## src/rtl/snap_pkg.sv

```systemverilog
package snap_pkg;

  localparam int FLAG_W        = 10;
  localparam int MODE_RESP     = 0;
  localparam int MODE_ALL      = 1;
  localparam int MODE_HALTEN   = 2;
  localparam int MODE_RSTHALT  = 3;
  localparam int MODE_DATA     = 4;
  localparam int SOFT_HALT_BIT = 7;

  // Order from msb to lsb is the control word layout above the AM field.
  typedef struct packed {
    logic iack;
    logic iackIn;
    logic iackOut;
    logic dtack;
    logic berr;
    logic as;
    logic ds0;
    logic ds1;
    logic write;
    logic lword;
  } busFlags_t;

  typedef struct packed {
    logic capture;
  } snapStrobe_t;

  typedef enum logic {
    ST_ARMED  = 1'b0,
    ST_HALTED = 1'b1
  } haltState_t;

endpackage

```

## src/rtl/snap_dp.sv

```systemverilog
module snap_dp
  import snap_pkg::*;
#(
  parameter int ADDR_W = 32,
  parameter int DATA_W = 32,
  parameter int AM_W   = 6
) (
  input  logic                   clk,
  input  logic                   rstN,
  input  snapStrobe_t            strobe,
  input  logic [ADDR_W-1:1]      busAddr,
  input  logic [DATA_W-1:0]      busData,
  input  logic [AM_W-1:0]        busAm,
  input  busFlags_t              busFlags,
  output logic                   prevAck,
  output logic                   prevStr,
  output logic                   prevBerr,
  output logic [ADDR_W-1:0]      addrQ,
  output logic [DATA_W-1:0]      dataQ,
  output logic [FLAG_W+AM_W-1:0] ctrlQ
);

  // One-clock history of the bus: this is what a capture stores.
  logic [ADDR_W-1:1] addrS;
  logic [DATA_W-1:0] dataS;
  logic [AM_W-1:0]   amS;
  busFlags_t         flagsS;

  always_ff @(posedge clk or negedge rstN) begin
    if (!rstN) begin
      addrS  <= '0;
      dataS  <= '0;
      amS    <= '0;
      flagsS <= '0;
    end else begin
      addrS  <= busAddr;
      dataS  <= busData;
      amS    <= busAm;
      flagsS <= busFlags;
    end
  end

  assign prevAck  = flagsS.dtack | flagsS.berr;
  assign prevStr  = flagsS.ds0 | flagsS.ds1;
  assign prevBerr = flagsS.berr;

  always_ff @(posedge clk or negedge rstN) begin
    if (!rstN) begin
      addrQ <= '0;
      dataQ <= '0;
      ctrlQ <= '0;
    end else if (strobe.capture) begin
      addrQ <= {addrS, 1'b0};
      dataQ <= dataS;
      ctrlQ <= {flagsS, amS};
    end
  end

  // the lowest address bit never holds a one
  p_addr_lsb_r10: assert property (@(posedge clk) disable iff (!rstN)
    strobe.capture |=> (addrQ[0] == 1'b0));

endmodule

```

## src/rtl/snap_ctrl.sv

```systemverilog
module snap_ctrl
  import snap_pkg::*;
#(
  parameter int MODE_W = 5,
  parameter int CREG_W = 8
) (
  input  logic              clk,
  input  logic              rstN,
  input  logic              nowAck,
  input  logic              nowStr,
  input  logic              prevAck,
  input  logic              prevStr,
  input  logic              prevBerr,
  input  logic [MODE_W-1:0] swMode,
  input  logic              ctrlWe,
  input  logic [CREG_W-1:0] ctrlWdata,
  output snapStrobe_t       strobe,
  output logic              halted,
  output logic              softHalt,
  output logic [MODE_W-1:0] modeEff,
  output logic [CREG_W-1:0] ctrlReg
);

  localparam logic [CREG_W-1:0] WR_MASK =
    CREG_W'((1 << MODE_W) - 1) | CREG_W'(1 << SOFT_HALT_BIT);

  haltState_t state;
  logic ackSeen;
  logic rhPrev;
  logic ackFall, strFall, cycleEnd, rhRise;

  // Software control register
  always_ff @(posedge clk or negedge rstN) begin
    if (!rstN)       ctrlReg <= '0;
    else if (ctrlWe) ctrlReg <= ctrlWdata & WR_MASK;
  end

  for (genvar i = 0; i < MODE_W; i++) begin : g_mode
    assign modeEff[i] = swMode[i] | ctrlReg[i];
  end

  assign softHalt = ctrlReg[SOFT_HALT_BIT];

  // Transfer boundary detection
  always_ff @(posedge clk or negedge rstN) begin
    if (!rstN)                   ackSeen <= 1'b0;
    else if (nowAck)             ackSeen <= 1'b1;
    else if (!nowStr)            ackSeen <= 1'b0;
  end

  assign ackFall  = prevAck & ~nowAck;
  assign strFall  = prevStr & ~nowStr & ~ackSeen & ~nowAck;
  assign cycleEnd = ackFall | strFall;

  assign halted         = (state == ST_HALTED);
  assign strobe.capture = cycleEnd & ~halted & ~softHalt;

  // Halt state machine; release acts on the rising edge only
  always_ff @(posedge clk or negedge rstN) begin
    if (!rstN) rhPrev <= 1'b0;
    else       rhPrev <= modeEff[MODE_RSTHALT];
  end

  assign rhRise = modeEff[MODE_RSTHALT] & ~rhPrev;

  always_ff @(posedge clk or negedge rstN) begin
    if (!rstN) begin
      state <= ST_ARMED;
    end else begin
      unique case (state)
        ST_ARMED:
          if (strobe.capture && ackFall && prevBerr && modeEff[MODE_HALTEN])
            state <= ST_HALTED;
        ST_HALTED:
          if (rhRise) state <= ST_ARMED;
        default: state <= ST_ARMED;
      endcase
    end
  end

  p_no_double_capture_r2: assert property (@(posedge clk) disable iff (!rstN)
    strobe.capture |=> !strobe.capture);

  p_halt_on_berr_r5: assert property (@(posedge clk) disable iff (!rstN)
    (!halted && strobe.capture && prevBerr && modeEff[MODE_HALTEN]) |=> halted);

  p_no_spurious_halt_r5: assert property (@(posedge clk) disable iff (!rstN)
    (!halted && !(strobe.capture && prevBerr)) |=> !halted);

  p_release_once_r6: assert property (@(posedge clk) disable iff (!rstN)
    (halted && rhPrev) |=> halted);

endmodule

```

## src/rtl/xfer_snapshot.sv

```systemverilog
module xfer_snapshot
  import snap_pkg::*;
#(
  parameter int ADDR_W = 32,
  parameter int DATA_W = 32,
  parameter int AM_W   = 6,
  parameter int MODE_W = 5
) (
  input  logic              clk,
  input  logic              rstN,
  input  logic [ADDR_W-1:1] busAddr,
  input  logic [DATA_W-1:0] busData,
  input  logic [AM_W-1:0]   busAm,
  input  logic              lnIack,
  input  logic              lnIackIn,
  input  logic              lnIackOut,
  input  logic              lnDtack,
  input  logic              lnBerr,
  input  logic              lnAs,
  input  logic              lnDs0,
  input  logic              lnDs1,
  input  logic              lnWrite,
  input  logic              lnLword,
  input  logic [MODE_W-1:0] swMode,
  input  logic              ctrlWe,
  input  logic [7:0]        ctrlWdata,
  input  logic              clkOk,
  input  logic              p5Ok,
  input  logic              p12Ok,
  input  logic              n12Ok,
  input  logic              p5Over,
  output logic [ADDR_W-1:0] capAddr,
  output logic [DATA_W-1:0] capData,
  output logic [FLAG_W+AM_W-1:0] capCtrl,
  output logic [15:0]       statusWord,
  output logic [MODE_W-1:0] modeEff,
  output logic              haltActive
);

  localparam int CREG_W = 8;
  localparam int PAD_W  = 16 - 1 - MODE_W - CREG_W;

  busFlags_t   lineNow;
  snapStrobe_t strobe;
  logic prevAck, prevStr, prevBerr;
  logic nowAck, nowStr;
  logic softHalt;
  logic [CREG_W-1:0] ctrlReg;
  logic health;

  assign lineNow = {lnIack, lnIackIn, lnIackOut, lnDtack, lnBerr,
                    lnAs, lnDs0, lnDs1, lnWrite, lnLword};
  assign nowAck  = lnDtack | lnBerr;
  assign nowStr  = lnDs0 | lnDs1;

  snap_dp #(.ADDR_W(ADDR_W), .DATA_W(DATA_W), .AM_W(AM_W)) u_dp (
    .clk(clk), .rstN(rstN), .strobe(strobe),
    .busAddr(busAddr), .busData(busData), .busAm(busAm), .busFlags(lineNow),
    .prevAck(prevAck), .prevStr(prevStr), .prevBerr(prevBerr),
    .addrQ(capAddr), .dataQ(capData), .ctrlQ(capCtrl)
  );

  snap_ctrl #(.MODE_W(MODE_W), .CREG_W(CREG_W)) u_ctrl (
    .clk(clk), .rstN(rstN),
    .nowAck(nowAck), .nowStr(nowStr),
    .prevAck(prevAck), .prevStr(prevStr), .prevBerr(prevBerr),
    .swMode(swMode), .ctrlWe(ctrlWe), .ctrlWdata(ctrlWdata),
    .strobe(strobe), .halted(haltActive), .softHalt(softHalt),
    .modeEff(modeEff), .ctrlReg(ctrlReg)
  );

  assign health     = clkOk & p5Ok & p12Ok & n12Ok & ~p5Over;
  assign statusWord = {health, {PAD_W{1'b0}}, swMode, ctrlReg};

  p_ack_capture_r1: assert property (@(posedge clk) disable iff (!rstN)
    (prevAck && !nowAck && !haltActive && !softHalt)
      |=> (capCtrl[AM_W+FLAG_W-4] || capCtrl[AM_W+FLAG_W-5]));

  p_frozen_hold_r4: assert property (@(posedge clk) disable iff (!rstN)
    (haltActive || softHalt)
      |=> ($stable(capAddr) && $stable(capData) && $stable(capCtrl)));

endmodule

```

## config.mk

```make
export PLATFORM = sky130hd
export DESIGN_NAME = xfer_snapshot
export DESIGN_NICKNAME = d
export VERILOG_FILES = /design/src/rtl/snap_pkg.sv /design/src/rtl/snap_dp.sv /design/src/rtl/snap_ctrl.sv /design/src/rtl/xfer_snapshot.sv
export SDC_FILE = /design/constraint.sdc
export NUM_CORES = 1
export LEC_CHECK = 0
export CORE_MARGIN = 2
export CORE_UTILIZATION = 50
export CTS_CLUSTER_DIAMETER = 150
export DETAILED_ROUTE_END_ITERATION = 12
export DONT_BUFFER_PORTS = 1
export PLACE_DENSITY = 0.74
export SYNTH_ARGS = -nofsm -noshare
export SYNTH_HDL_FRONTEND = slang
export SYNTH_SLANG_ARGS = --single-unit
```

## constraint.sdc

```tcl
create_clock -name clk -period 2.9 [get_ports clk]
set_input_delay 0.725 -clock clk [delete_from_list [all_inputs] [get_ports clk]]
set_output_delay 0.725 -clock clk [all_outputs]
set_load 0.02 [all_outputs]
```

==> metrics.yaml <==
outcome: "complete, but fails checks"
violations: "hold timing"
power.share.clock_pct: 34.7
htreeDepth: 4
switching_share_pct: 30.9
port_buffers: 0
num_vias: 2369
synth_cell_types: 20
fin_crit_sh_pct: 76.4
whs_ns: -0.110
cts_tree: "done"
slew_viol_final: 0
critical_path.max_stage_delay_ns: 0.64
cp.required_ns: 3.30
clock.fmax_mhz: 451
final.setup_skew_ns: 0.00956
seq_area_frac_synth_pct: 76.9
drc_errors: 0
ys_ff_latch: 167
numCtsBuffers: 17
cts.sinks: 167
post_cts_buffers: 0
dp_cells: 424
startpoint_type: "register"
grt_setup_unrepaired: "false"
synthTopCellsByArea: "dfrtp_1 77%, mux2_1 16%, buf_4 1.8%"
die_h_um: 108
wl_um: 8900
fin_cells: 460
cp_top_family: "simple AND/OR/NAND/NOR gates"
setup_ws_ns: 0.685
io_pins: 202
yosysWarnings: 0
maxSlewHeadroom_pct: 65.1
fillers: 833
grt_pass1_wl_um: 13700
cts_resized: 0
place_congestion: 0.756
tns_ns: 0
viasPerCell: 5.15
switching_power_mw: 1.84
total_power_mw: 5.94
stdcell_area_mm2: 0.00608
end_kind: "register"
clk_latency_ns: 0.52
grt_max_degree: 168
cts.clk_slew.worst_paths_ns: 0.07
yosys.area.top_type: "dfrtp_1"
post-dp-hpwl_um: 5950
vdd_drop_max_uv: 592
place_area_mm2: 0.00551
gr-total-overflow: 0
cts_root_buf: "clkbuf_8"
clock_path_buffers: 2
core.rowCount: 38
area_delta_synth_final_pct: 11.9
setup_violations: 0
netlist_instances: 300
antenna_found_initial: 4
start_util_pct: 50.8
pre_cts_ws_ns: 0.384
cp.buffers_inverters: 1
syn_area_mm2: 0.00543
synth.avg_cell_area_um2: 18.1
die_area_mm2: 0.0117
crit_type: "register to register"
maxCapViolations: 0
tightest_slew_ns: 0.519
final_nets: 403
hold_violations: 167
crit_path_cell_trace: "or4_1 > a211oi_4 > buf_12 > mux2_1"
seq_power_share_pct: 59.5
synth_top_area_share_pct: 76.9
drtIter0Drc: 161
crit_fanout: 42
drive_gt1_share_pct: 14.2
drt_pass1_iterations: 3
min_period_ns: 2.22
intPower_mw: 4.10
comb_power_share_pct: 5.8
fin_util_pct: 56.8
slowest_stage: "or4_1"
hold_path_class: "primary input to async pin"
final_antenna_net_count: 0
leakagePower_nw: 2.67
power.density_mw_per_mm2: 977
grt_pass1_vias: 2576
coreArea_mm2: 0.0107
wire_per_inst_um: 19.3
grt_use_total_pct: 16.2
arrival_ns: 2.61
die_x_um: 108
-- layer usage --
metal | GRT usage [%] | up-vias | share of wire [%]
met3 | 10.2 | 11 | 13
met4 | 7.14 | 0 | 1.0
met1 | 17.4 | 1215 | 36
met5 | 0 | - | 0
li1 | - | 1014 | -
met2 | 25.3 | 129 | 50
-- final timing paths --
path                                          start                         end  slack (ns)  depth (start not counted)
min                                            rstN    u_dp.addrS[28]$_DFF_PN0_       -0.11                          0
min in group clk                        busAddr[22]    u_dp.addrS[22]$_DFF_PN0_        0.22                          0
min reg2reg                u_dp.dataS[20]$_DFF_PN0_  u_dp.dataQ[20]$_DFFE_PN0P_        0.45                          1
max                         u_ctrl.halted$_DFF_PN0_  u_dp.dataQ[24]$_DFFE_PN0P_        0.68                          4
max in group asynchronous                      rstN    u_dp.dataS[17]$_DFF_PN0_        2.81                          0
max reg2reg                 u_ctrl.halted$_DFF_PN0_  u_dp.dataQ[24]$_DFFE_PN0P_        0.68                          4
-- cells by family after synthesis --
| kind of cell | share of synthesized area (%) |
|---|---|
| compound gates | 0.691 |
| buf+inv | 2.99 |
| flops | 76.9 |
| mux | 17.6 |
| other cells | 0.0690 |
| simple gates | 1.73 |
-- layout make-up --
class	instances	area [um2]	area share [%]
timing repair buffer	2	40.0	0.659
sequential	167	4180	68.8
clock buffer	19	442	7.27
inverter	1	3.75	0.0618
clock inverter	13	114	1.87
tap	140	175	2.88
antenna	4	10.0	0.165
multi-input combinational	114	1110	18.3
-- power by group through the flow --
stage               clock, mW  combinational (mW)  sequential (mW)
detailed placement          0               0.355             3.59
global placement            0               0.322             3.57
floorplan                   0               0.326             3.47
global route             2.21               0.393             3.60
finish                   2.06               0.345             3.53
CTS                      2.12               0.357             3.55
-- synth_stat cells --
master,n
dfrtp_1,167
mux2_1,77
buf_4,13
mux2_2,6
nor2_1,6
o21ai_0,5
buf_2,4
or2_2,4
buf_6,3
clkbuf_1,2
mux2i_1,2
nand2_1,2
nand2b_1,2
a211oi_2,1
conb_1,1
inv_1,1
nand4_1,1
nor4_1,1
or3_1,1
or4_1,1
-- state kept, by name, summed over array words and instances (netlist names) --
register,flops
u_dp.prevBerr,1
u_ctrl.halted,1
u_ctrl.ackSeen,1
u_dp.addrS,31
u_dp.dataS,32
u_ctrl.rhPrev,1
u_dp.addrQ,31
u_dp.flagsS,9
u_dp.dataQ,32
u_ctrl.ctrlReg,6
u_dp.ctrlQ,16
u_dp.amS,6
-- layout by cell type, fill, tap and decap left out, types with 3 or more instances in the layout --
master	instances
inv_6	4
or2_2	4
mux2_1	77
dfrtp_1	167
clkinvlp_4	3
clkbuf_8	3
inv_8	3
nor2_1	6
mux2_2	6
o21ai_0	5
conb_1	5
clkbuf_16	16
diode_2	4
(Power assumes the default switching activity.)
